--- config.mk ---
export PLATFORM = sky130hd
export DESIGN_NAME = mdio_mgmt_ctrl
export DESIGN_NICKNAME = d
export VERILOG_FILES = /design/src/rtl/mdio_pkg.sv /design/src/rtl/mdio_mdc_gen.sv /design/src/rtl/mdio_frame_engine.sv /design/src/rtl/mdio_mgmt_ctrl.sv
export SDC_FILE = /design/constraint.sdc
export NUM_CORES = 1
export LEC_CHECK = 0
export ABC_AREA = 1
export CAP_MARGIN = 25
export CORE_MARGIN = 2
export CORE_UTILIZATION = 65
export CTS_CLUSTER_SIZE = 20
export DETAILED_ROUTE_END_ITERATION = 8
export DONT_BUFFER_PORTS = 1
export GPL_ROUTABILITY_DRIVEN = 0
export PLACE_DENSITY = 0.81
export SETUP_SLACK_MARGIN = 0.02
export SLEW_MARGIN = 20
export SYNTH_ARGS = -nofsm -noshare
export SYNTH_HDL_FRONTEND = slang
export SYNTH_SLANG_ARGS = --single-unit
--- constraint.sdc ---
create_clock -name clk -period 6.5 [get_ports clk]
set_clock_uncertainty 0.15 [all_clocks]
set_input_delay 1.3 -clock clk [delete_from_list [all_inputs] [get_ports clk]]
set_output_delay 1.3 -clock clk [all_outputs]
set_load 0.02 [all_outputs]
--- src/rtl/mdio_pkg.sv ---
package mdio_pkg;

    localparam int PRE_LEN   = 32;
    localparam int FRAME_LEN = PRE_LEN + 32;
    localparam int IDX_W     = $clog2(FRAME_LEN);
    localparam int CMD_W     = 32;
    localparam int DATA_W    = 16;
    localparam int ADDR_W    = 5;
    localparam int DIV_W     = 3;

    // field positions inside the command word
    localparam int OP_LO   = 28;
    localparam int PHY_LO  = 23;
    localparam int REG_LO  = 18;

    // bit positions inside the frame
    localparam int TA_POS   = PRE_LEN + 14;
    localparam int DATA_POS = PRE_LEN + 16;

    typedef enum logic [1:0] {
        OP_WR = 2'b01,
        OP_RD = 2'b10
    } mdio_op_e;

    function automatic logic [7:0] mdc_ratio(input logic [DIV_W-1:0] code);
        logic [7:0] r;
        case (code)
            3'd0:    r = 8'd8;
            3'd1:    r = 8'd16;
            3'd2:    r = 8'd32;
            3'd3:    r = 8'd48;
            3'd4:    r = 8'd64;
            3'd5:    r = 8'd96;
            3'd6:    r = 8'd128;
            default: r = 8'd224;
        endcase
        return r;
    endfunction

endpackage

--- src/rtl/mdio_mdc_gen.sv ---
module mdio_mdc_gen
    import mdio_pkg::*;
#(
    parameter int CNT_W = 8
) (
    input  logic             clk,
    input  logic             rst_n,
    input  logic             run,
    input  logic [DIV_W-1:0] div_code,
    output logic             mdc,
    output logic             rise_en,
    output logic             fall_en
);

    typedef struct packed {
        logic [CNT_W-1:0] cnt;
        logic             mdc;
    } gen_st_t;

    gen_st_t          s_d, s_q;
    logic [CNT_W-1:0] half_m1;
    logic             wrap;

    always_comb begin
        half_m1 = CNT_W'(mdc_ratio(div_code) >> 1) - CNT_W'(1);
        wrap    = run && (s_q.cnt == half_m1);
        s_d     = s_q;
        if (!run) begin
            s_d = '0;
        end else if (wrap) begin
            s_d.cnt = '0;
            s_d.mdc = ~s_q.mdc;
        end else begin
            s_d.cnt = s_q.cnt + CNT_W'(1);
        end
        rise_en = wrap && !s_q.mdc;
        fall_en = wrap && s_q.mdc;
    end

    always_ff @(posedge clk or negedge rst_n) begin
        if (!rst_n) s_q <= '0;
        else        s_q <= s_d;
    end

    assign mdc = s_q.mdc;

endmodule

--- src/rtl/mdio_frame_engine.sv ---
module mdio_frame_engine
    import mdio_pkg::*;
(
    input  logic              clk,
    input  logic              rst_n,
    input  logic              start,
    input  logic [1:0]        op,
    input  logic [ADDR_W-1:0] phy_addr,
    input  logic [ADDR_W-1:0] reg_addr,
    input  logic [DATA_W-1:0] wdata,
    input  logic              rise_en,
    input  logic              fall_en,
    input  logic              mdio_i,
    output logic              busy,
    output logic              mdio_o,
    output logic              mdio_oe,
    output logic              rd_done,
    output logic [DATA_W-1:0] rd_data
);

    typedef struct packed {
        logic                 busy;
        logic                 is_read;
        logic [IDX_W-1:0]     idx;
        logic [FRAME_LEN-1:0] sh;
        logic [DATA_W-1:0]    rd;
    } eng_st_t;

    eng_st_t s_d, s_q;
    logic    last;

    always_comb begin
        s_d  = s_q;
        last = (s_q.idx == IDX_W'(FRAME_LEN - 1));
        if (start && !s_q.busy) begin
            s_d.busy    = 1'b1;
            s_d.is_read = (op == OP_RD);
            s_d.idx     = '0;
            s_d.rd      = '0;
            s_d.sh      = {{PRE_LEN{1'b1}}, 2'b01, op, phy_addr, reg_addr,
                           2'b10, wdata};
        end else if (s_q.busy) begin
            if (rise_en && s_q.is_read && s_q.idx >= IDX_W'(DATA_POS))
                s_d.rd = {s_q.rd[DATA_W-2:0], mdio_i};
            if (fall_en) begin
                if (last) begin
                    s_d.busy = 1'b0;
                end else begin
                    s_d.idx = s_q.idx + IDX_W'(1);
                    s_d.sh  = {s_q.sh[FRAME_LEN-2:0], 1'b1};
                end
            end
        end
        busy    = s_q.busy;
        mdio_o  = s_q.busy ? s_q.sh[FRAME_LEN-1] : 1'b1;
        mdio_oe = s_q.busy && !(s_q.is_read && s_q.idx >= IDX_W'(TA_POS));
        rd_done = s_q.busy && s_q.is_read && fall_en && last;
        rd_data = s_q.rd;
    end

    always_ff @(posedge clk or negedge rst_n) begin
        if (!rst_n) s_q <= '0;
        else        s_q <= s_d;
    end

endmodule

--- src/rtl/mdio_mgmt_ctrl.sv ---
module mdio_mgmt_ctrl
    import mdio_pkg::*;
#(
    parameter int CNT_W = 8
) (
    input  logic             clk,
    input  logic             rst_n,
    input  logic             cmd_we,
    input  logic [CMD_W-1:0] cmd_wdata,
    output logic [CMD_W-1:0] cmd_rdata,
    output logic             idle,
    input  logic [DIV_W-1:0] div_sel,
    output logic             mdc,
    output logic             mdio_o,
    output logic             mdio_oe,
    input  logic             mdio_i
);

    typedef struct packed {
        logic [CMD_W-1:0] cmd;
        logic [DIV_W-1:0] div;
    } top_st_t;

    top_st_t           s_d, s_q;
    logic              busy, accept, rise_en, fall_en, rd_done;
    logic [DATA_W-1:0] rd_data;

    always_comb begin
        accept = cmd_we && !busy;
        s_d    = s_q;
        if (accept) begin
            s_d.cmd = cmd_wdata;
            s_d.div = div_sel;
        end else if (rd_done) begin
            s_d.cmd[DATA_W-1:0] = rd_data;
        end
    end

    always_ff @(posedge clk or negedge rst_n) begin
        if (!rst_n) s_q <= '0;
        else        s_q <= s_d;
    end

    mdio_mdc_gen #(.CNT_W(CNT_W)) u_mdc (
        .clk      (clk),
        .rst_n    (rst_n),
        .run      (busy),
        .div_code (s_q.div),
        .mdc      (mdc),
        .rise_en  (rise_en),
        .fall_en  (fall_en)
    );

    mdio_frame_engine u_eng (
        .clk      (clk),
        .rst_n    (rst_n),
        .start    (accept),
        .op       (cmd_wdata[OP_LO+1:OP_LO]),
        .phy_addr (cmd_wdata[PHY_LO+ADDR_W-1:PHY_LO]),
        .reg_addr (cmd_wdata[REG_LO+ADDR_W-1:REG_LO]),
        .wdata    (cmd_wdata[DATA_W-1:0]),
        .rise_en  (rise_en),
        .fall_en  (fall_en),
        .mdio_i   (mdio_i),
        .busy     (busy),
        .mdio_o   (mdio_o),
        .mdio_oe  (mdio_oe),
        .rd_done  (rd_done),
        .rd_data  (rd_data)
    );

    assign cmd_rdata = s_q.cmd;
    assign idle      = !busy;

endmodule

==> impl_results.md, run 1 <==
- Drt first pass iters: 5
- FILL cells: a little under 700
- Clock-pin slew on the worst setup and hold paths: 0.06 ns
- Unique masters post-synth: 28
- # Max-Cap Violations: 0
- Fin crit share: 55.41%
- Cell Rows: 35
- Hold path depth: 1
- Crit-path max FO: 87
- Layout area overhead: 6.574%
- Setup TNS Final: 0 ns
- Syn_nets: about 780
- Clock root buffer: clkbuf_8
- Worst EP required: roughly 6.8 ns
- Register bit total from synthesis: 132
- CP arrival: roughly 3.9 ns
- Post-DRT Antenna Nets: 0
- Mean Syn Cell Area: 8.217 um2
- Terminus of the critical flop-to-flop path: u_eng.s_q[80]
- Worst slew pin tran: a little over 0.9 ns
- Share of layout cells above drive strength 1: around 6.9%
- Vias in the first global route: roughly 4,400
- Status: completed
- PostCTS Resize Cnt: 0
- Initial antenna violation count: 0
- Fin cells: slightly above 800
- CTS tree: yes
- Die area: 0.01004 mm2
- Sink Count: roughly 130
- Mapped cell area: 0.006015 mm2
- Detailed router's first-iteration violation count: 370
- Worst reg-to-reg setup slack: roughly 2.9 ns
- First-pass GRT wire length: a little over 20,000 um
- Fmax achieved: between 200 and 300 MHz
- Die Wd: around 100 um
- Total power: about 1900 uW
- GRT Residual Overflow: 0
- Vias/cell: 5.555
- Initial Utilization: about 66%
- Setup crit end kind: register
- Total track usage: between 20% and 30%
- Largest net degree at the start of global routing: 133
- Core area: roughly 0.009 mm2
- NumNets Final: between 700 and 800
- PortBufs: 0
- Placed Cells incl. Taps: between 700 and 800
- Final Routed Wirelength: about 12,000 um
- DRC violations left: 0
- Postcts setup bufs: 0
- Clock Tree Buf Depth: 2
- R2R cell count: 14
- Crit Path Category: register to register
- HPWL Detailed: 7203 um
- Reg-to-Reg Start: s_q[0]
- PnR worst setup slack: 2.899 ns
- Worst slack, placed: 2.890 ns
- Critical path launch point type: register
- Power density of the placed cells: between 200 and 300 mW/mm2
- Sequential area share after synthesis: a little over half
- Final Hold Vio Count: 0
- Final Max Slew Viols: 0
- YS warnings: 0
- RSZ-0062 raised after global routing: no
- N_diodes: 0
- Pleak: approximately 0.0031 uW
- Min-delay src: u_mdc.s_q[1]
- Tmin final: between 3 and 4 ns
- Slew Limit Headroom: 38.01%
- Total number of vias: 4,505
- Hold_buf cts: 0
- Number of H-tree levels: 4
- IO Count: 75
- Hold crit path type: register to register
- CTS Buf Count: 17
- Clock Latency Late Sink: 0.51 ns
- Wire per inst: ~15 um
- Syn Inst Count: 732
- Die Height: about 100 um
- WHS Endpoint: u_mdc.s_q[1]
- Setup violations, final: 0
- Worst vdd ir: between 0.15 and 0.2 mV
## kinds of logic after synthesis
| logic type | synth area share (%) |
|---|---|
| buf+inv | 9.548 |
| fa+ha+maj | 0.8322 |
| simple gates | 27.44 |
| xor+xnor | 1.019 |
| compound gates | 6.241 |
| flops | 54.92 |
## cell usage after synthesis
cell type / count / share of area (%)
clkinv_1: 1 / 0.062
buf_1: 2 / 0.12
nor3b_1: 1 / 0.12
o21bai_1: 1 / 0.12
o21ai_0: 69 / 5.7
nor2_2: 1 / 0.10
buf_6: 4 / 0.75
a31oi_1: 1 / 0.10
nand3_1: 53 / 4.4
or2_2: 1 / 0.10
xnor2_1: 2 / 0.29
nand4_1: 1 / 0.10
nand2_2: 3 / 0.31
clkbuf_1: 18 / 1.1
nand2_1: 217 / 14
dfrtp_1: 132 / 55
nand2_4: 1 / 0.19
nor2_4: 2 / 0.37
o21ai_1: 2 / 0.17
inv_2: 2 / 0.12
o22ai_1: 1 / 0.10
nand3_2: 3 / 0.50
buf_2: 9 / 0.75
xor2_1: 5 / 0.73
buf_4: 33 / 4.1
inv_1: 40 / 2.5
ha_1: 4 / 0.83
nor2_1: 123 / 7.7
## area by class of cell
| type | instances | area, um2 | share of cell area, % |
|---|---|---|---|
| clock inverter | 14 | 224.0 | 3.494 |
| tap | 111 | 138.9 | 2.167 |
| inverter | 43 | 161.4 | 2.518 |
| multi-input combinational | 491 | 2140 | 33.38 |
| timing repair buffer | 2 | 15.01 | 0.2342 |
| sequential | 132 | 3303 | 51.53 |
| clock buffer | 18 | 427.9 | 6.676 |
## flip-flops by register name (all words and copies together), names as in the netlist
name / count
u_eng.rd_data: 16
u_eng.busy: 1
u_eng.s_q: 71
s_q: 3
cmd_rdata: 32
u_mdc.mdc: 1
u_mdc.s_q: 8
## cells in the final DEF, fill, tap and decap left out, types with 2 or more instances in the layout
cell type,n
o21ai_0,69
nand3_1,53
nand2_1,216
inv_2,2
dfrtp_1,132
ha_1,4
nand3_2,3
xor2_1,5
inv_1,40
xnor2_1,2
clkinv_4,4
buf_4,2
nor2_1,123
nand2_2,4
inv_6,3
o21ai_1,2
bufinv_16,5
clkbuf_16,16
clkbuf_8,2
nor2_4,2
## how the worst max path moves through the flow
stage	from	to	cells after the start
final	s_q[0]	u_eng.s_q[80]	14
after global routing	s_q[0]	u_eng.s_q[80]	14
after floorplan	u_eng.s_q[80]	mdio_oe	5
after detailed placement	cmd_we	u_eng.s_q[40]	8
after CTS	s_q[0]	u_eng.s_q[80]	14
after global placement	cmd_we	u_eng.s_q[40]	8
## stage by stage
stage                     hold WS (ns)  util, %  instance area (um2)
after floorplan                 0.2829        -                 6015
final                           0.3143    70.37                 6410
after global routing            0.2976    70.37                 6410
after global placement          0.2973    63.21                 5758
after detailed placement        0.3066    63.21                 5758
after CTS                       0.3103    70.37                 6410
## report_power, final
| group | internal [uW] | leakage (uW) | switching (uW) |
|---|---|---|---|
| Clock | 677 | 0.000316 | 368 |
| Combinational | 0.0290 | 0.00128 | 0 |
| Sequential | 822 | 0.00148 | 0 |
| Total | 1500 | 0.00308 | 368 |
## worst max-delay path, cell delays in order, from the launching register on
cell and delay (ns):
dfrtp_1 0.43, nor2_2 0.15, nand2_2 0.08, ha_1 0.24
inv_1 0.10, o21ai_0 0.08, nand2_1 0.08, nand2_1 0.05
nand2_1 0.05, nand2_1 0.10, nand3_2 0.13, nor2_4 0.04
nand2_2 0.67, nand2_4 0.68, o21ai_0 0.43
## routing by layer
layer | GRT usage [%] | vias up | wire length [um]
met5 | 0 | - | 0
met1 | 33.25 | 2186 | 4911
met2 | 43.06 | 136 | 6075
li1 | - | 2161 | -
met4 | 9.905 | 0 | 214
met3 | 8.008 | 22 | 755
Power figures use the tool's default switching activity.
==> inputs of run 2 (changes only) <==
- CORE_UTILIZATION: 65 -> 57
- PLACE_DENSITY: 0.81 -> 0.75
- clock period: 6.5 -> 3.2 ns (I/O delays scaled with it)
==> run 2 against run 1 <==
The run now ends with hold timing left. Clock-buffer cell count up 1. Critical path type unchanged. Highest routed layer unchanged. Non-clock buffer count up 4. Largest power group unchanged. Maximum frequency up 33%. Core utilization down 7.1 points. Critical path depth up 2. Cell area up 1.5%. Wire length down 1.1%. Sequential power up 100%.
==> impl_results.md, run 2 (same netlist as run 1, synthesis figures left out) <==
- Worst EP required: 3.45 ns (-3.30 ns)
- NumNets Final: 734 (+0.55%)
- Crit-path max FO: 47 (-46%)
- Largest Register: u_eng.s_q
- Max reg flops: 71 (unchanged)
- Crit Path Category: register to register
- Worst vdd ir: 0.3457 mV (+78%)
- Tmin final: 2.716 ns (-0.8855 ns)
- Setup violations, final: 0 (unchanged)
- Detailed router's first-iteration violation count: 357 (-3.5%)
- Largest net degree at the start of global routing: 133 (unchanged)
- Final Hold Vio Count: 132 (+132)
- First-pass GRT wire length: 20,230 um (-2.1%)
- Clock-pin slew on the worst setup and hold paths: 0.06 ns (about the same)
- Vias/cell: 5.337 (-3.9%)
- Die Wd: 106.7 um (+6.5%)
- Terminus of the critical flop-to-flop path: u_eng.s_q[44]
- Total track usage: 22.57% (-3.7 points)
- Critical path launch point type: register
- Setup TNS Final: 0 ns (unchanged)
- Final Max Slew Viols: 0 (unchanged)
- Die Height: 106.7 um (+6.5%)
- # Max-Cap Violations: 0 (unchanged)
- Drt first pass iters: 5 (unchanged)
- Total number of vias: 4,483 (-0.49%)
- Number of H-tree levels: 4 (unchanged)
- RSZ-0062 raised after global routing: no
- Initial Utilization: 58.52% (-7.5 points)
- Status: finished, violations left
- Worst path most repeated cell: nand2_1
- N_diodes: 0 (unchanged)
- Pleak: 0.003099 uW (+0.68%)
- Die area: 0.01139 mm2 (+13%)
- CP peak stage delay: 0.42 ns (-0.26 ns)
- CTS Buf Count: 17 (unchanged)
- Clock root buffer: clkbuf_8
- Clock Tree Buf Depth: 2 (unchanged)
- IO Count: 75 (unchanged)
- Vias in the first global route: 4,392 (-0.68%)
- Fin crit share: 84.87% (+29 points)
- DRC violations left: 0 (unchanged)
- CP arrival: 2.97 ns (-0.88 ns)
- GRT Residual Overflow: 0 (unchanged)
- Critical Path, Cell by Cell: nor2_2 -> nand2_2 -> ha_1 -> inv_1 -> o21ai_0 -> nand2_1 -> nand2_1 -> nand2_1 -> nand2_1 -> nand3_2 -> nor2_4 -> nand2_2 -> buf_4 -> inv_1 -> nand2_1 -> nand3_1
- Slew Limit Headroom: 43.01% (+5.0 points)
- Final Routed Wirelength: 11,820 um (-1.1%)
- Post-DRT Antenna Nets: 0 (unchanged)
- Clock Latency Late Sink: 0.52 ns (about the same)
- CP Capture Point: u_eng.s_q[44]
- Sink Count: 132 (unchanged)
- HPWL Detailed: 7480 um (+3.8%)
- Worst reg-to-reg setup slack: 0.48 ns (-2.41 ns)
- Critical Path Source: s_q[1]
- Most common cell after layout, fill and taps aside: nand2_1
- Share of layout cells above drive strength 1: 7.244% (+0.39 points)
- Initial antenna violation count: 0 (unchanged)
- Hold crit path type: input pin to async pin
- Cell Rows: 37 (+5.7%)
- CTS tree: yes
- PnR worst setup slack: 0.4841 ns (-2.415 ns)
- CP max stage cell: dfrtp_1
- Setup crit end kind: register
- Layout area overhead: 8.176%
- Failing checks: hold timing
- Fmax achieved: 368.2 MHz (+33%)
- Worst Hold Slack: -0.3382 ns (-0.6525 ns)
- Reg-to-Reg Start: s_q[1]
- Postcts setup bufs: 0 (unchanged)
- Most frequent cells in the layout: 216 x nand2_1, 132 x dfrtp_1, 123 x nor2_1
- Power density of the placed cells: 586.9 mW/mm2 (+100%)
- Core area: 0.01028 mm2 (+13%)
- PortBufs: 0 (unchanged)
- Wire per inst: 14.07 um (-4.6%)
- Worst slew pin tran: 0.8549 ns (-0.07175 ns)
- R2R cell count: 16 (+2)
- Worst slack, placed: 0.5090 ns (-2.381 ns)
==> run 2: cell count changes in the layout (fill, tap and decap cells not counted), sizes merged <==
cell / previous run / this run
buf: 2 / 6
bufinv: 5 / 6
clkbuf: 18 / 19
clkinv: 6 / 5
clkinvlp: 1 / 3
inv: 45 / 42
==> run 2: how the worst min path moves through the flow <==
stage | from | end | slack, ns | cells past startpoint
2_1_floorplan | rst_n | cmd_rdata[0] | 0.19 | 0
4_1_cts | rst_n | u_mdc.s_q[8] | -0.36 | 0
3_3_place_gp | rst_n | u_mdc.s_q[4] | 0.20 | 0
5_1_grt | rst_n | u_mdc.s_q[8] | -0.37 | 0
6_report | rst_n | u_mdc.s_q[4] | -0.34 | 0
3_5_place_dp | rst_n | u_mdc.s_q[8] | 0.20 | 0
==> run 2: report_power, final <==
group	switching, uW	internal (uW)
combinational	0	0.0589
sequential	0	1670
clock	707	1440
==> run 2: what timing repair did <==
action	in CTS	in global routing
setup endpoints to repair	0	0
resized for setup	0	0
hold endpoints to repair	132	132
==> run 2: critical path, delay by kind of cell, from the launching register on <==
family,cells,cell delay [ns]
adders and majority gates,1,0.24
buffers and inverters,3,0.72
DFF,1,0.42
and+or+nand+nor,11,0.96
AOI/OAI and AO/OA,1,0.08
==> run 2: cell type report <==
| cell class | count | area (um2) |
|---|---|---|
| clock inverters | 13 | 230.2 |
| well taps | 136 | 170.2 |
| repair buffers | 6 | 70.07 |
| inverters | 43 | 161.4 |
| clock buffers | 19 | 431.7 |
| fillers | 832 | 3771 |
| multi-input cells | 491 | 2140 |
| flip-flops and latches | 132 | 3303 |
==> run 2: per-layer routing <==
metal / share of wire, % / wire, um / track usage (%) / vias up
li1: - / - / - / 2176
met3: 4.1 / 485 / 6.261 / 25
met4: 2.1 / 252 / 10.39 / 0
met1: 43 / 5129 / 28.63 / 2184
met5: 0 / 0 / 0 / -
met2: 50 / 5953 / 36.21 / 98
==> run 2: metrics by stage <==
stage               std cells  power, uW  utilization, %  hold WS [ns]  instance area (um2)
finish                    840       3819           63.31       -0.3382                 6506
floorplan                 732       1700               -        0.1944                 6015
CTS                       840       3854           63.31       -0.3638                 6506
detailed placement        808       1700           56.87        0.1972                 5844
global route              840       3936           63.31       -0.3714                 6506
global placement          808       1700           56.87        0.1976                 5844
